===== config.mk =====
export PLATFORM = sky130hd
export DESIGN_NAME = lpm_ctrl
export DESIGN_NICKNAME = d
export VERILOG_FILES = /design/src/rtl/lpm_pkg.sv /design/src/rtl/lpm_pwr_map.sv /design/src/rtl/lpm_wake.sv /design/src/rtl/lpm_seq.sv /design/src/rtl/lpm_ctrl.sv
export SDC_FILE = /design/constraint.sdc
export NUM_CORES = 1
export LEC_CHECK = 0
export ABC_AREA = 1
export BUFFER_PORTS_ARGS = -buffer_cell sky130_fd_sc_hd__buf_2
export CAP_MARGIN = 10
export CORE_MARGIN = 3
export CORE_UTILIZATION = 45
export DETAILED_ROUTE_END_ITERATION = 8
export MAX_ROUTING_LAYER = met4
export PLACE_DENSITY = 0.75
export SYNTH_ARGS = -nofsm -noshare
export SYNTH_HDL_FRONTEND = slang
export SYNTH_SLANG_ARGS = --single-unit

===== constraint.sdc =====
create_clock -name clk -period 1.7 [get_ports clk]
set_input_delay 0.17 -clock clk [delete_from_list [all_inputs] [get_ports clk]]
set_output_delay 0.17 -clock clk [all_outputs]
set_load 0.02 [all_outputs]

===== src/rtl/lpm_pkg.sv =====
package lpm_pkg;

    localparam int MODE_W  = 3;
    localparam int N_SRC   = 3;

    typedef enum logic [MODE_W-1:0] {
        MODE_RUN   = 3'd0,
        MODE_LLS   = 3'd1,
        MODE_VLLS0 = 3'd2,
        MODE_VLLS1 = 3'd3,
        MODE_VLLS3 = 3'd4
    } mode_e;

    typedef enum logic [2:0] {
        ST_RUN,
        ST_GATE,
        ST_HOLD,
        ST_STOP,
        ST_LPWR,
        ST_LREL,
        ST_VRST
    } state_e;

    typedef struct packed {
        logic sram_u;
        logic sram_l;
        logic regf;
        logic lpo;
    } pwr_t;

    function automatic logic mode_valid(input logic [MODE_W-1:0] code);
        return (code >= 3'd1) && (code <= 3'd4);
    endfunction

endpackage


===== src/rtl/lpm_pwr_map.sv =====
module lpm_pwr_map
    import lpm_pkg::*;
(
    input  logic  stopped,
    input  mode_e tgt,
    output pwr_t  pwr
);

    always_comb begin
        pwr = '{sram_u: 1'b1, sram_l: 1'b1, regf: 1'b1, lpo: 1'b1};
        if (stopped) begin
            case (tgt)
                MODE_VLLS1: begin
                    pwr.sram_u = 1'b0;
                    pwr.sram_l = 1'b0;
                end
                MODE_VLLS0: begin
                    pwr.sram_u = 1'b0;
                    pwr.sram_l = 1'b0;
                    pwr.lpo    = 1'b0;
                end
                default: ;
            endcase
        end
    end

endmodule


===== src/rtl/lpm_wake.sv =====
module lpm_wake #(
    parameter int N = 3
) (
    input  logic         clk,
    input  logic         rst_n,
    input  logic [N-1:0] src,
    input  logic [N-1:0] src_dis,
    input  logic         sample_en,
    input  logic [N-1:0] clr,
    output logic         wake_any,
    output logic [N-1:0] reason
);

    logic [N-1:0] qual;

    assign qual     = src & ~src_dis;
    assign wake_any = |qual;

    for (genvar g = 0; g < N; g++) begin : g_flag
        logic flag_q;
        always_ff @(posedge clk or negedge rst_n) begin
            if (!rst_n) begin
                flag_q <= 1'b0;
            end else begin
                flag_q <= (flag_q & ~clr[g]) | (sample_en & qual[g]);
            end
        end
        assign reason[g] = flag_q;
    end

endmodule


===== src/rtl/lpm_seq.sv =====
module lpm_seq
    import lpm_pkg::*;
#(
    parameter int RST_CYCLES = 4
) (
    input  logic              clk,
    input  logic              rst_n,
    input  logic              sleep_req,
    input  logic              deep_sel,
    input  logic [MODE_W-1:0] mode_sel,
    input  logic              wake_any,
    input  logic              io_release,
    output logic              periph_clk_en,
    output logic              io_hold,
    output logic              wake_irq,
    output logic              wake_reset,
    output logic              stopped,
    output mode_e             tgt,
    output logic [MODE_W-1:0] last_mode
);

    localparam int CNT_W = $clog2(RST_CYCLES + 1);
    localparam logic [CNT_W-1:0] CNT_LAST = CNT_W'(RST_CYCLES - 1);

    state_e            state_q, state_d;
    mode_e             tgt_q;
    logic [CNT_W-1:0]  cnt_q;
    logic              hold_lat_q;
    logic              irq_q;
    logic [MODE_W-1:0] last_q;
    logic              accept;

    assign accept = sleep_req && deep_sel && mode_valid(mode_sel);

    always_comb begin
        state_d = state_q;
        unique case (state_q)
            ST_RUN:  if (accept) state_d = ST_GATE;
            ST_GATE: state_d = ST_HOLD;
            ST_HOLD: state_d = ST_STOP;
            ST_STOP: begin
                if (wake_any) begin
                    state_d = (tgt_q == MODE_LLS) ? ST_LPWR : ST_VRST;
                end
            end
            ST_LPWR: state_d = ST_LREL;
            ST_LREL: state_d = ST_RUN;
            ST_VRST: if (cnt_q == CNT_LAST) state_d = ST_RUN;
            default: state_d = ST_RUN;
        endcase
    end

    always_ff @(posedge clk or negedge rst_n) begin
        if (!rst_n) begin
            state_q <= ST_RUN;
        end else begin
            state_q <= state_d;
        end
    end

    always_ff @(posedge clk or negedge rst_n) begin
        if (!rst_n) begin
            tgt_q      <= MODE_RUN;
            last_q     <= '0;
            cnt_q      <= '0;
            hold_lat_q <= 1'b0;
            irq_q      <= 1'b0;
        end else begin
            irq_q <= (state_q == ST_LREL);
            cnt_q <= (state_q == ST_VRST) ? cnt_q + 1'b1 : '0;
            if (state_q == ST_RUN && accept) begin
                tgt_q  <= mode_e'(mode_sel);
                last_q <= mode_sel;
            end
            if (state_q == ST_STOP && wake_any && tgt_q != MODE_LLS) begin
                hold_lat_q <= 1'b1;
            end else if (state_q == ST_RUN && io_release) begin
                hold_lat_q <= 1'b0;
            end
        end
    end

    always_comb begin
        periph_clk_en = 1'b0;
        io_hold       = 1'b1;
        wake_reset    = 1'b0;
        unique case (state_q)
            ST_RUN: begin
                periph_clk_en = 1'b1;
                io_hold       = hold_lat_q;
            end
            ST_GATE: io_hold = hold_lat_q;
            ST_HOLD, ST_STOP, ST_LPWR: io_hold = 1'b1;
            ST_LREL: io_hold = hold_lat_q;
            ST_VRST: wake_reset = 1'b1;
            default: ;
        endcase
    end

    assign stopped   = (state_q == ST_STOP);
    assign tgt       = tgt_q;
    assign wake_irq  = irq_q;
    assign last_mode = last_q;

endmodule


===== src/rtl/lpm_ctrl.sv =====
module lpm_ctrl
    import lpm_pkg::*;
#(
    parameter int RST_CYCLES = 4
) (
    input  logic        clk,
    input  logic        rst_n,
    input  logic        sleep_req,
    input  logic        deep_sel,
    input  logic [2:0]  mode_sel,
    input  logic        wake_evt,
    input  logic        nmi_pin,
    input  logic        rst_pin,
    input  logic        nmi_dis,
    input  logic        rst_dis,
    input  logic        io_release,
    input  logic [2:0]  status_clr,
    output logic        sram_u_pwr,
    output logic        sram_l_pwr,
    output logic        regfile_pwr,
    output logic        lpo_en,
    output logic        periph_clk_en,
    output logic        io_hold,
    output logic        wake_irq,
    output logic        wake_reset,
    output logic [2:0]  last_mode,
    output logic [2:0]  wake_reason
);

    logic  wake_any;
    logic  stopped;
    mode_e tgt;
    pwr_t  pwr;

    lpm_wake #(.N(N_SRC)) u_wake (
        .clk       (clk),
        .rst_n     (rst_n),
        .src       ({rst_pin, nmi_pin, wake_evt}),
        .src_dis   ({rst_dis, nmi_dis, 1'b0}),
        .sample_en (stopped),
        .clr       (status_clr),
        .wake_any  (wake_any),
        .reason    (wake_reason)
    );

    lpm_seq #(.RST_CYCLES(RST_CYCLES)) u_seq (
        .clk           (clk),
        .rst_n         (rst_n),
        .sleep_req     (sleep_req),
        .deep_sel      (deep_sel),
        .mode_sel      (mode_sel),
        .wake_any      (wake_any),
        .io_release    (io_release),
        .periph_clk_en (periph_clk_en),
        .io_hold       (io_hold),
        .wake_irq      (wake_irq),
        .wake_reset    (wake_reset),
        .stopped       (stopped),
        .tgt           (tgt),
        .last_mode     (last_mode)
    );

    lpm_pwr_map u_pwr (
        .stopped (stopped),
        .tgt     (tgt),
        .pwr     (pwr)
    );

    assign sram_u_pwr  = pwr.sram_u;
    assign sram_l_pwr  = pwr.sram_l;
    assign regfile_pwr = pwr.regf;
    assign lpo_en      = pwr.lpo;

endmodule


# After elaboration in Yosys (flattened, before gate mapping)
# Cells that the tools add are included.
[word_totals] wordCells=67 in_bits=16 reg_bits=14
[classes] muxes=15 reduce_logical=13 add_sub_neg=1 eq_ne=14 bitwise_logic=14 order_cmp=2
[op_table] cell="one-hot mux 3 bit (6 select lines)" n=1
[op_table] cell="== test 3 x 2 -> 1 bit, second input constant" n=5
[op_table] cell="two-way mux 3 bit" n=4
[op_table] cell="== test 3 bit, second input constant" n=3
[op_table] cell="logical AND 1 bit" n=7
[op_table] cell="two-way mux 1 bit" n=7
[op_table] cell="AND 1 bit" n=6
[op_table] cell="== test 3 x 1 -> 1 bit, second input constant" n=2
[op_table] cell="two-way mux 2 bit" n=3
[op_table] cell="!= test 2 x 1 -> 1 bit, second input constant" n=3
[op_table] cell="OR reduction 3 bit" n=2
[op_table] cell="adder 3 x 1 -> 3 bit, second input constant" n=1
[op_table] cell="AND 3 bit" n=1
[op_table] cell="greater-or-equal comparator 3 x 1 -> 1 bit, second input constant" n=1
[op_table] cell="less-or-equal comparator 3 bit, second input constant" n=1
[op_table] cell="zero test 3 bit" n=1
[op_table] cell="!= test 3 x 1 -> 1 bit, second input constant" n=1
[op_table] cell="NOT 1 bit" n=3
[op_table] cell="NOT 3 bit" n=1
[op_table] cell="OR 1 bit" n=3
[op_table] cell="AND reduction 3 bit" n=1
[op_table] cell="nonzero test 2 bit" n=1
[op_table] cell="OR reduction 2 bit" n=1

# Depth between registers and ports, before layout
[depth] word_depth=6 ltp_mapped=7 depth_no_buf=7

# Cells and area by module
# Synthesis repeated with hierarchy kept, for this count alone.
[hier_totals] hier_cells=106 hier_area_um2=802.0
[by_module_without_submodules] mod="lpm_seq" n_inst=1 seq_area_each_um2=275.3 cells_each=72 area_per_inst_um2=584.3
[by_module_without_submodules] mod="lpm_wake" n_inst=1 seq_area_each_um2=75.1 cells_each=25 area_per_inst_um2=173.9
[by_module_without_submodules] mod="lpm_pwr_map" n_inst=1 seq_area_each_um2=0.0 cells_each=8 area_per_inst_um2=40.0
[by_module_without_submodules] mod="lpm_ctrl" n_inst=1 seq_area_each_um2=0.0 cells_each=1 area_per_inst_um2=3.8

# Worst setup path after synthesis
# OpenSTA, ideal clock, no wires.
[synth_path] path_type="register to output" from="reg u_seq.state_q[1]" to="out sram_u_pwr" arrival_ns=1.065 required_ns=1.530 setup_slack_ns=0.465 stages_incl_launch_ff=5 path_cell_list="dfrtp_1 > nand2_2 > nor2_4 > nand3_1 > buf_4"
[synth_between] elab_chain_cells=2
[synth_lines] element="start: declaration" line="lpm_seq.sv:25" rtl="state_e state_q, state_d;"
[synth_lines] element="start signal: assignment" line="lpm_seq.sv:57" rtl="state_q <= state_d;"
[synth_lines] element="== test 3 x 2 -> 1 bit" line="lpm_seq.sv:100" rtl="assign stopped = (state_q == ST_STOP);"
[synth_lines] element="two-way mux 2 bit" line="lpm_pwr_map.sv:11" rtl="if (stopped) begin"
[synth_lines] element="end: declaration" line="lpm_ctrl.sv:18" rtl="output logic sram_u_pwr,"
# Every way passes these cells.

# Final worst setup path
[layout_path] from="reg u_seq.state_q[2]" to="out wake_reset"
[layout_between] elab_chain_cells=2
[layout_lines] element="== test 3 bit" line="lpm_seq.sv:87" rtl="unique case (state_q)"
[layout_lines] element="two-way mux 1 bit" line="lpm_seq.sv:87"
[layout_lines] element="end: declaration" line="lpm_ctrl.sv:25" rtl="output logic wake_reset,"
# Every way passes these cells.

==> metrics.md <==
| Metric | Value |
|---|---|
| Final WS setup | around 210 ps |
| Met1 global-route usage | 0.183 |
| Yosys top cell area share | 0.464 |
| Total GRT Usage | 0.164 |
| Starting Density | 0.490 |
| TritonCTS clock tree | done |
| Seq cells post-synth | 14 |
| Global-route wire length before repair | 2480 um |
| Placement Cell Area | 878 um^2 |
| Max-cap violations | 0 |
| HP Class | input pin to flip-flop |
| Port Buf Inserts | 28 |
| Critical Path RT | 1530 ps |
| Post-synthesis adder-cell area fraction | 0.0331 |
| Max incr delay on CP | about 540 ps |
| Layout fillers | between 100 and 150 |
| Cells along the critical path | nand3_1 > inv_1 > buf_2 |
| Critical-path top delay cell | dfrtp_1 |
| Antenna cells | 0 |
| Wire per inst | 11.1 um |
| GR Layer Usage met2 | 0.282 |
| Die height | 47.0 um |
| I/O pins | 30 |
| Mapped Cells | 90 |
| Vias per std cell | 5.15 |
| Worst Path Arrival | 1320 ps |
| Chip Width | 47.0 um |
| Status | finished clean |
| CTS Buf Count | 3 |
| Post-synthesis mux area share | 0 |
| Inst Count DP | 129 |
| Period utilisation layout | 0.874 |
| Period minus WS final | 1490 ps |
| Final hold slack | 65.8 ps |
| Clk buf depth | 2 |
| Die area | approximately 2200 um^2 |
| Core Util, Final | 0.591 |
| Antenna violations before repair | 0 |
| Max-slew violations | 0 |
| Busiest grt layer | met2 |
| Final Wtd Congestion | between 0.6 and 0.7 |
| Syn Area/Cell | 8.40 um^2 |
| Synthesized area | 756 um^2 |
| Met3 Use GR | 0.0230 |
| Clk Tree Root Cell | clkbuf_4 |
| Largest net degree at the start of global routing | 15 |
| Worst setup EP type | output pin |
| F_max | 0.673 GHz |
| Fin. Hold Viols | 0 |
| Synth Area in XOR/XNOR | 0 |
| Nets | between 100 and 150 |
| Worst path bufs/invs | 2 |
| Setup Viol. Count Final | 0 |
| CP Class | flip-flop to output pin |
| Syn nets | 108 |
| Top post-synthesis cells by area | dfrtp_1, inv_1, nand2_1 |
| Drt drc | 0 |
| Overflow after GRT | 0 |
| Setup TNS | 0 ps |
| Setup crit start kind | flip-flop |
| Layout Skew | 0.688 ps |
| Worst vdd ir | 0.000875 V |
| Simple-gate share of the synthesized area | 0.248 |
| H-tree depth | 1 |
| Synth Area in Compound Gates | 0.101 |
| First DRT Iteration DRCs | 19 |
| First-pass DRT Iterations | 4 |
| Layout cell share with drive strength beyond 1 | 0.359 |
| Layout Cells excl Fill | around 130 |
| Resized cells post-CTS | 0 |
| Clock latency on the worst-skew pair | 280 ps |
| # clock sinks | 14 |
| Area delta synth->final | 20.5% |
| Synth warn | 0 |
| RSZ-0062 raised after global routing | no |
| Tot Pwr | between 1 and 1.5 mW |
| Final antenna-violating net count | 0 |
| Kind of cell adding the most delay to the critical path | flip-flops |
| Via count | 685 |
| Core ar. | 1540 um^2 |
| Seq/Total Area, Yosys | 0.464 |
| Pwr Density | 1580 nW/um^2 |
| Vias in the first global route | 606 |
| Unique cell type count in the Yosys netlist | 21 |
| Area of all placed cells without fillers | around 910 um^2 |
| Clock transition at the registers of the reported paths | 80 ps |
| CP max FO | 6 |
| Leakage | approximately 0.50 nW |
| WL final | 1480 um |
| DP Wirelength | 1150 um |
| Row Count | 14 |
| DP Worst Slack | 450 ps |
| Largest family of logic cells by synthesized area | simple AND/OR/NAND/NOR gates |
| Synth area leader | dfrtp_1 |
==> layout by cell type (no fill, tap or decap), drive strengths merged <==
cell          n
ha            2
a21oi         1
o2bb2ai       1
clkbuf        3
o22ai         3
nor2         12
dlygate4sd3   1
nand2        15
a211o         2
conb          1
o21ai         5
nand3         6
dfrtp        14
inv          20
nand3b        1
buf          28
nor3          1
nand4         1
==> registers in the layout (all words and copies together), names as in the netlist <==
register and cells:
u_wake.g_flag.flag_q 3, u_seq.wake_irq 1, u_seq.hold_lat_q 1, u_seq.cnt_q 3
u_seq.state_q 3, u_seq.tgt 3
==> cells in the mapped netlist <==
cell        n
ha_1        2
buf_4       5
nor3_1      1
o21ai_1     5
inv_1      17
nand3b_1    1
nand4_1     1
a211o_2     1
o22ai_1     3
nand2_2     1
a211o_1     1
inv_2       3
nor2_1      6
nor2_2      2
nor2_4      4
nand2_1    14
nand3_1     6
o2bb2ai_1   1
dfrtp_1    14
conb_1      1
a21oi_1     1
==> power breakdown <==
part | leakage [nW] | switching (mW) | internal (mW)
clock network | 0.0138 | 0.101 | 0.0821
registers | 0.182 | 0.125 | 0.446
logic | 0.302 | 0.440 | 0.249
total | 0.498 | 0.665 | 0.777
==> repair_timing <==
action,in CTS,in global routing
hold buffers,1,0
hold endpoints to repair,14,0
buffers inserted,0,0
==> worst paths after layout <==
| check | to | slack (ps) | from | cells after the start |
|---|---|---|---|---|
| max | wake_reset | 210 | u_seq.state_q[2]$_DFFE_PN0P_ | 3 |
| min | u_wake.g_flag[1].flag_q$_DFF_PN0_ | 70 | status_clr[1] | 2 |
| max reg2reg | u_seq.state_q[2]$_DFFE_PN0P_ | 430 | u_seq.cnt_q[0]$_DFF_PN0_ | 4 |
| min reg2reg | u_seq.cnt_q[0]$_DFF_PN0_ | 470 | u_seq.cnt_q[0]$_DFF_PN0_ | 1 |
| max in group asynchronous | u_seq.tgt[2]$_DFFE_PN0P_ | 1160 | rst_n | 2 |
| min in group asynchronous | u_seq.wake_irq$_DFF_PN0_ | 310 | rst_n | 2 |
==> metal layers <==
| metal | vias up | wire length (um) | share of wire |
|---|---|---|---|
| met5 | - | 0 | 0 |
| met4 | 0 | 39 | 0.026 |
| met3 | 5 | 108 | 0.073 |
| met2 | 34 | 710 | 0.48 |
| met1 | 314 | 618 | 0.42 |
| li1 | 332 | - | - |
==> logic make-up after synthesis <==
family / Yosys count
simple gates: 36
buf+inv: 25
flops: 14
compound gates: 12
fa+ha+maj: 2
other cells: 1
==> area by class of cell <==
type | count | area, um^2 | share of cell area
Clock buffer | 3 | 22.5 | 0.0247
Sequential cell | 14 | 350 | 0.385
Inverter | 20 | 75.1 | 0.0824
Timing Repair Buffer | 29 | 150 | 0.165
Tap cell | 16 | 20.0 | 0.0220
Multi-Input combinational cell | 51 | 293 | 0.321
(Power assumes the default switching activity.)
